$ cat src/rtl/cqd_pkg.sv
package cqd_pkg;

  localparam int PHASE_W  = 24;
  localparam int SMP_W    = 8;
  localparam int CAR_W    = 8;
  localparam int LUT_AW   = 6;
  localparam int LOG_TAPS = 3;
  localparam int SEL_W    = 2;

  // sine by series expansion, accurate far below one LSB on [0, pi/2]
  function automatic real series_sin(input real x);
    real term;
    real acc;
    term = x;
    acc  = x;
    for (int n = 1; n < 9; n++) begin
      term = -term * x * x / real'((2 * n) * (2 * n + 1));
      acc  = acc + term;
    end
    return acc;
  endfunction

  // entry k of the quarter table, sampled at the bin centre
  function automatic int quarter_entry(input int k, input int aw, input int amp);
    real ang;
    ang = 3.14159265358979 * real'(2 * k + 1) / real'(4 << aw);
    return int'(real'(amp) * series_sin(ang));
  endfunction

endpackage

$ cat src/rtl/cqd_nco.sv
module cqd_nco #(
  parameter int PHASE_W = cqd_pkg::PHASE_W,
  parameter int LUT_AW  = cqd_pkg::LUT_AW,
  parameter int CAR_W   = cqd_pkg::CAR_W
) (
  input  logic                      clk,
  input  logic                      rst_n,
  input  logic                      adv,
  input  logic [PHASE_W-1:0]        step,
  output logic signed [CAR_W-1:0]   sin_o,
  output logic signed [CAR_W-1:0]   cos_o
);

  localparam int IDX_W   = LUT_AW + 2;
  localparam int ENTRIES = 1 << LUT_AW;
  localparam int AMP     = (1 << (CAR_W - 1)) - 1;

  logic [PHASE_W-1:0] phase_q, phase_d;
  logic [IDX_W-1:0]   idx_sin, idx_cos;
  logic signed [CAR_W-1:0] qlut [ENTRIES];

  for (genvar k = 0; k < ENTRIES; k++) begin : g_lut
    localparam int EV = cqd_pkg::quarter_entry(k, LUT_AW, AMP);
    assign qlut[k] = CAR_W'(EV);
  end

  always_comb phase_d = phase_q + step;

  always_ff @(posedge clk or negedge rst_n) begin
    if (!rst_n)   phase_q <= '0;
    else if (adv) phase_q <= phase_d;
  end

  assign idx_sin = phase_q[PHASE_W-1 -: IDX_W];
  assign idx_cos = idx_sin + IDX_W'(ENTRIES);

  for (genvar t = 0; t < 2; t++) begin : g_tap
    logic [IDX_W-1:0]        ix;
    logic [LUT_AW-1:0]       addr;
    logic signed [CAR_W-1:0] mag;
    logic signed [CAR_W-1:0] val;
    assign ix = (t == 0) ? idx_sin : idx_cos;
    always_comb begin
      addr = ix[LUT_AW] ? ~ix[LUT_AW-1:0] : ix[LUT_AW-1:0];
      mag  = qlut[addr];
      val  = ix[LUT_AW+1] ? -mag : mag;
    end
  end

  assign sin_o = g_tap[0].val;
  assign cos_o = g_tap[1].val;

  a_r3_phase_holds_when_idle: assert property (@(posedge clk) disable iff (!rst_n)
    !adv |=> $stable(phase_q));

  a_r2_first_quadrant_positive: assert property (@(posedge clk) disable iff (!rst_n)
    (idx_sin[IDX_W-1 -: 2] == 2'b00) |-> (sin_o > 0 && cos_o > 0));

  a_r2_third_quadrant_negative: assert property (@(posedge clk) disable iff (!rst_n)
    (idx_sin[IDX_W-1 -: 2] == 2'b10) |-> (sin_o < 0 && cos_o < 0));

endmodule

$ cat src/rtl/cqd_boxcar.sv
module cqd_boxcar #(
  parameter int PROD_W   = 2 * cqd_pkg::SMP_W,
  parameter int OUT_W    = cqd_pkg::SMP_W,
  parameter int LOG_TAPS = cqd_pkg::LOG_TAPS,
  parameter int SEL_W    = cqd_pkg::SEL_W,
  parameter int SCALE_SH = cqd_pkg::CAR_W - 1
) (
  input  logic                     clk,
  input  logic                     rst_n,
  input  logic                     shift_en,
  input  logic signed [PROD_W-1:0] prod_i,
  input  logic                     load_en,
  input  logic [SEL_W-1:0]         sel_i,
  output logic signed [OUT_W-1:0]  y_o
);

  localparam int TAPS  = 1 << LOG_TAPS;
  localparam int SUM_W = PROD_W + LOG_TAPS;
  localparam int ACC_W = SUM_W + 1;
  localparam logic signed [ACC_W-1:0] MAXV = ACC_W'((1 << (OUT_W - 1)) - 1);
  localparam logic signed [ACC_W-1:0] MINV = -ACC_W'(1 << (OUT_W - 1));

  logic signed [PROD_W-1:0] hist_q [TAPS];
  logic signed [SUM_W-1:0]  sum_sel;
  logic signed [ACC_W-1:0]  bias, acc, q;
  logic signed [OUT_W-1:0]  y_d;

  always_ff @(posedge clk or negedge rst_n) begin
    if (!rst_n) begin
      for (int i = 0; i < TAPS; i++) hist_q[i] <= '0;
    end else if (shift_en) begin
      hist_q[0] <= prod_i;
      for (int i = 1; i < TAPS; i++) hist_q[i] <= hist_q[i-1];
    end
  end

  always_comb begin
    sum_sel = '0;
    for (int i = 0; i < TAPS; i++)
      if (i < (1 << sel_i)) sum_sel = sum_sel + SUM_W'(hist_q[i]);
    bias = ACC_W'(1) << (SCALE_SH - 1 + int'(sel_i));
    acc  = ACC_W'(sum_sel) + bias;
    q    = acc >>> (SCALE_SH + int'(sel_i));
    if (q > MAXV)      y_d = MAXV[OUT_W-1:0];
    else if (q < MINV) y_d = MINV[OUT_W-1:0];
    else               y_d = q[OUT_W-1:0];
  end

  always_ff @(posedge clk or negedge rst_n) begin
    if (!rst_n)       y_o <= '0;
    else if (load_en) y_o <= y_d;
  end

  a_r6_sign_kept: assert property (@(posedge clk) disable iff (!rst_n)
    (load_en && !sum_sel[SUM_W-1]) |=> !y_o[OUT_W-1]);

  a_r8_hold_idle: assert property (@(posedge clk) disable iff (!rst_n)
    !load_en |=> $stable(y_o));

endmodule

$ cat src/rtl/chroma_quad_demod.sv
module chroma_quad_demod #(
  parameter int PHASE_W  = cqd_pkg::PHASE_W,
  parameter int SMP_W    = cqd_pkg::SMP_W,
  parameter int CAR_W    = cqd_pkg::CAR_W,
  parameter int LUT_AW   = cqd_pkg::LUT_AW,
  parameter int LOG_TAPS = cqd_pkg::LOG_TAPS,
  parameter int SEL_W    = cqd_pkg::SEL_W
) (
  input  logic                     clk,
  input  logic                     rst_n,
  input  logic                     in_valid,
  input  logic signed [SMP_W-1:0]  in_chroma,
  input  logic [PHASE_W-1:0]       freq_word,
  input  logic [SEL_W-1:0]         filt_sel,
  output logic                     out_valid,
  output logic signed [SMP_W-1:0]  u_out,
  output logic signed [SMP_W-1:0]  v_out
);

  localparam int PROD_W = SMP_W + CAR_W;

  logic [1:0] rst_sync;
  logic       rst_i;

  always_ff @(posedge clk or negedge rst_n) begin
    if (!rst_n) rst_sync <= '0;
    else        rst_sync <= {rst_sync[0], 1'b1};
  end
  assign rst_i = rst_sync[1];

  logic signed [CAR_W-1:0] car_sin, car_cos;

  cqd_nco #(.PHASE_W(PHASE_W), .LUT_AW(LUT_AW), .CAR_W(CAR_W)) nco_i (
    .clk   (clk),
    .rst_n (rst_i),
    .adv   (in_valid),
    .step  (freq_word),
    .sin_o (car_sin),
    .cos_o (car_cos)
  );

  // stage 1: mixers
  logic signed [PROD_W-1:0] prod_d [2];
  logic signed [PROD_W-1:0] prod_q [2];
  logic                     v1_q, v2_q, v3_q;
  logic [SEL_W-1:0]         sel1_q, sel2_q;

  always_comb begin
    prod_d[0] = PROD_W'(in_chroma) * PROD_W'(car_cos);
    prod_d[1] = PROD_W'(in_chroma) * PROD_W'(car_sin);
  end

  always_ff @(posedge clk or negedge rst_i) begin
    if (!rst_i) begin
      prod_q[0] <= '0;
      prod_q[1] <= '0;
      sel1_q    <= '0;
    end else if (in_valid) begin
      prod_q[0] <= prod_d[0];
      prod_q[1] <= prod_d[1];
      sel1_q    <= filt_sel;
    end
  end

  always_ff @(posedge clk or negedge rst_i) begin
    if (!rst_i)    sel2_q <= '0;
    else if (v1_q) sel2_q <= sel1_q;
  end

  always_ff @(posedge clk or negedge rst_i) begin
    if (!rst_i) begin
      v1_q <= 1'b0;
      v2_q <= 1'b0;
      v3_q <= 1'b0;
    end else begin
      v1_q <= in_valid;
      v2_q <= v1_q;
      v3_q <= v2_q;
    end
  end

  // stages 2 and 3: one filter per channel
  logic signed [SMP_W-1:0] y_ch [2];

  for (genvar c = 0; c < 2; c++) begin : g_ch
    cqd_boxcar #(
      .PROD_W(PROD_W), .OUT_W(SMP_W), .LOG_TAPS(LOG_TAPS),
      .SEL_W(SEL_W), .SCALE_SH(CAR_W - 1)
    ) filt_i (
      .clk      (clk),
      .rst_n    (rst_i),
      .shift_en (v1_q),
      .prod_i   (prod_q[c]),
      .load_en  (v2_q),
      .sel_i    (sel2_q),
      .y_o      (y_ch[c])
    );
  end

  assign out_valid = v3_q;
  assign u_out     = y_ch[0];
  assign v_out     = y_ch[1];

  a_r7_latency_valid: assert property (@(posedge clk) disable iff (!rst_i)
    in_valid |-> ##3 out_valid);

  a_r7_latency_idle: assert property (@(posedge clk) disable iff (!rst_i)
    !in_valid |-> ##3 !out_valid);

  a_r8_outputs_hold: assert property (@(posedge clk) disable iff (!rst_i)
    !out_valid |-> ($stable(u_out) && $stable(v_out)));

endmodule

$ cat config.mk
export PLATFORM = sky130hd
export DESIGN_NAME = chroma_quad_demod
export DESIGN_NICKNAME = d
export VERILOG_FILES = /design/src/rtl/cqd_pkg.sv /design/src/rtl/cqd_nco.sv /design/src/rtl/cqd_boxcar.sv /design/src/rtl/chroma_quad_demod.sv
export SDC_FILE = /design/constraint.sdc
export NUM_CORES = 2
export LEC_CHECK = 0
export BUFFER_PORTS_ARGS = -buffer_cell sky130_fd_sc_hd__buf_2
export CORE_ASPECT_RATIO = 0.6
export CORE_MARGIN = 1.5
export CORE_UTILIZATION = 54
export DETAILED_ROUTE_END_ITERATION = 7
export PLACE_DENSITY = 0.7
export SLEW_MARGIN = 40
export SYNTH_ARGS = -nofsm -noshare
export SYNTH_HDL_FRONTEND = slang
export SYNTH_SLANG_ARGS = --single-unit
$ cat constraint.sdc
create_clock -name clk -period 12.57 [get_ports clk]
set_clock_uncertainty 0.05 [all_clocks]
set_input_delay 0 -clock clk [delete_from_list [all_inputs] [get_ports clk]]
set_output_delay 0 -clock clk [all_outputs]
set_load 0.01 [all_outputs]
==> results_dict.tcl <==
set metrics [dict create \
    status "finished, violations left" \
    violations "setup timing" \
    worst-slew-pin-transition_ns 0.909 \
    numCtsBuffers 38 \
    cts-root-buf "clkbuf_16" \
    yosys.cell_types.count 110 \
    port_buffers 53 \
    synth_edf_count 0 \
    num_vias 32767 \
    synth_top_area_frac 0.234 \
    cp.required_ns 13.01 \
    routabilityCongestion 0.926 \
    nets 5165 \
    grt_overflow 0 \
    slowest_delay_ns 0.62 \
    ant_nets 0 \
    viasPerCell 5.91 \
    synth_common_cells "ha_1 (382), dfrtp_1 (337), mux2_2 (311)" \
    period_minus_slack_ns 12.87 \
    grt_setup_unrepaired "true" \
    drc 0 \
    grt_pass1_wl_um 171000 \
    crit_fanout 8 \
    wl_per_cell_um 19.1 \
    yosysMostFrequentCell "ha_1" \
    insertion_delay_ns 0.59 \
    grt_max_degree 97 \
    clk_pin_slew_ns 0.06 \
    dp_hpwl_um 77500 \
    critPathMostFrequentCell "a21o_1" \
    synth_largest_area_cell "dfrtp_1" \
    die_area_um2 68300 \
    critical_path_class "flop to flop" \
    ys.flop_type "dfrtp_1" \
    timing.slew.headroom 0.389 \
    cts_tree "yes" \
    antenna_found_initial 1 \
    syn-cell-area_um2 36000 \
    synth-seq-cells 337 \
    maxSlewViolCount 0 \
    area_growth_syn_to_layout_pct 25.1 \
    fp.dieH_um 203 \
    yosysWarnings 0 \
    initial_utilization 0.545 \
    cts-htree-levels 2 \
    min_period_over_period 1.02 \
    timing.fmax_ghz 0.0777 \
    drv_cap 0 \
    core-area_um2 66000 \
    fp-row-count 73 \
    start_kind "flop" \
    synthCells 4004 \
    worst_setup_path_end_kind "flop" \
    finalSetupViolations 14 \
    drt_first_pass_iters 7 \
    drtIter0Drc 2621 \
    finalHoldViolations 0 \
    final_cells 5547 \
    crit_arrival_ns 13.31 \
    avgSynthCellArea_um2 8.99 \
    grt_pass1_vias 31871 \
    ys_seq_area_frac 0.234 \
    async_flop_share 1.00 \
    grt_use_total 0.309 \
    holdWs_ns 0.0651 \
    min_path_type "primary input to flop" \
    fin_tns_setup_ns -3.08 \
    die_w_um 336 \
    worst_slack_ns -0.301 \
    drive_gt1_frac 0.298 \
    num_antenna_cells 0 \
    synthTopCellsByArea "dfrtp_1 (23%), ha_1 (13%), mux2_2 (9.7%), fa_1 (7.1%), xnor2_1 (5.0%)" \
    io_pins 54 \
    clock_path_buffers 3 \
    drt_wl_total_um 106000 \
    clock-sinks 337 \
    dp.cells 5365 \
    cpMaxStageDelayCell "or4_4" \
]
-- cell families after synthesis --
| family | count (synthesis) | share of synthesized area |
|---|---|---|
| buffers and inverters | 385 | 0.0407 |
| other | 2 | 0.000209 |
| adder cells (fa/ha/maj) | 510 | 0.204 |
| XOR/XNOR | 274 | 0.0672 |
| flip-flops | 337 | 0.234 |
| AND/OR/NAND/NOR | 1022 | 0.141 |
| AO/OA/AOI/OAI | 1132 | 0.206 |
| multiplexers | 342 | 0.107 |
-- area by class of cell --
type / instances / area (um^2)
clock buffer: 53 / 1120
clock inverter: 15 / 173
fill: 5107 / 21000
inverter: 247 / 932
multi-input combinational: 3289 / 27900
sequential: 337 / 8450
tap: 900 / 1130
timing repair buffer: 706 / 5400
-- stage by stage --
step	cell area [um^2]	setup slack, ns	util
global route	45000	-0.878	0.682
CTS	44100	0.00227	0.668
finish	45000	-0.301	0.682
floorplan	36300	0.00683	-
global placement	41200	-0.673	0.624
detailed placement	41300	-0.952	0.626
-- registers in the layout (all words and copies together) (netlist names) --
register	flops
nco_i.phase_q	24
g_ch.filt_i.y_o	16
prod_q	32
v2_q	1
out_valid	1
sel1_q	2
sel2_q	2
rst_sync	2
g_ch.filt_i.hist_q	256
v1_q	1
-- final timing paths --
| check | start | end | slack [ns] | cells past startpoint |
|---|---|---|---|---|
| worst max-delay path | sel2_q[0] | g_ch[0].filt_i.y_o[3] | -0.30 | 63 |
| worst min-delay path | freq_word[19] | nco_i.phase_q[20] | 0.07 | 5 |
| worst max register to register | sel2_q[0] | g_ch[0].filt_i.y_o[3] | -0.30 | 63 |
| worst min register to register | rst_sync[1] | g_ch[0].filt_i.hist_q[14] | 0.16 | 0 |
| max in group asynchronous | rst_sync[1] | prod_q[17] | 10.40 | 3 |
| min in group asynchronous | rst_sync[1] | g_ch[0].filt_i.hist_q[14] | 0.16 | 0 |
-- critical path: cells and delay by family, from the launching register on --
family	cells	cell delay, ns
compound gates	27	5.59
xor+xnor	6	0.83
fa+ha+maj	10	2.77
buf+inv	8	1.05
flops	1	0.44
mux	1	0.29
simple gates	11	1.70
-- routing by layer --
metal / part of all wire / vias to the layer above / global-route usage
met5: 0 / - / 0
met3: 0.076 / 91 / 0.0547
met4: 0.012 / 0 / 0.0506
met2: 0.40 / 1034 / 0.438
met1: 0.51 / 15984 / 0.489
li1: - / 15658 / -
-- placed cells by master, fill, tap and decap left out, types with 13 or more instances in the layout --
cell type / netlist / layout
buf_4: 0 / 595
ha_1: 382 / 336
dfrtp_1: 337 / 331
mux2_2: 311 / 309
nand2_1: 297 / 289
a21oi_1: 299 / 248
inv_1: 243 / 239
xnor2_1: 204 / 197
nor2_1: 203 / 189
o21ai_0: 238 / 186
a21o_1: 128 / 127
fa_1: 127 / 125
and2_1: 127 / 122
nor3_1: 83 / 71
xor2_1: 68 / 67
nand3_1: 65 / 60
buf_2: 5 / 54
o21bai_1: 54 / 53
a21oi_2: 3 / 49
o21a_1: 47 / 47
o21ai_1: 15 / 43
ha_4: 0 / 42
nand2b_1: 41 / 41
nor2b_1: 47 / 40
clkbuf_16: 0 / 39
o211ai_1: 38 / 38
dlygate4sd3_1: 0 / 38
a211oi_1: 49 / 37
or3_1: 37 / 37
or2_2: 31 / 30
a31oi_1: 31 / 28
mux2i_1: 28 / 27
o21ai_2: 2 / 25
a31o_2: 17 / 17
nand4_1: 16 / 16
and3_1: 17 / 15
a21boi_0: 20 / 14
a211o_1: 14 / 14
o31ai_1: 24 / 14
buf_6: 2 / 13
-- timing repair --
| item | 4_1_cts | 5_1_grt |
|---|---|---|
| endpoints found under the hold margin | 31 | 0 |
| buffers inserted | 52 | 28 |
| setup endpoints to repair | 16 | 16 |
| pin swaps | 91 | 118 |
| gates resized for setup | 167 | 144 |
| hold buffers | 38 | 0 |
Power is not shown: default switching activity piles up to over one toggle a cycle in this logic, so the estimate is an artifact.
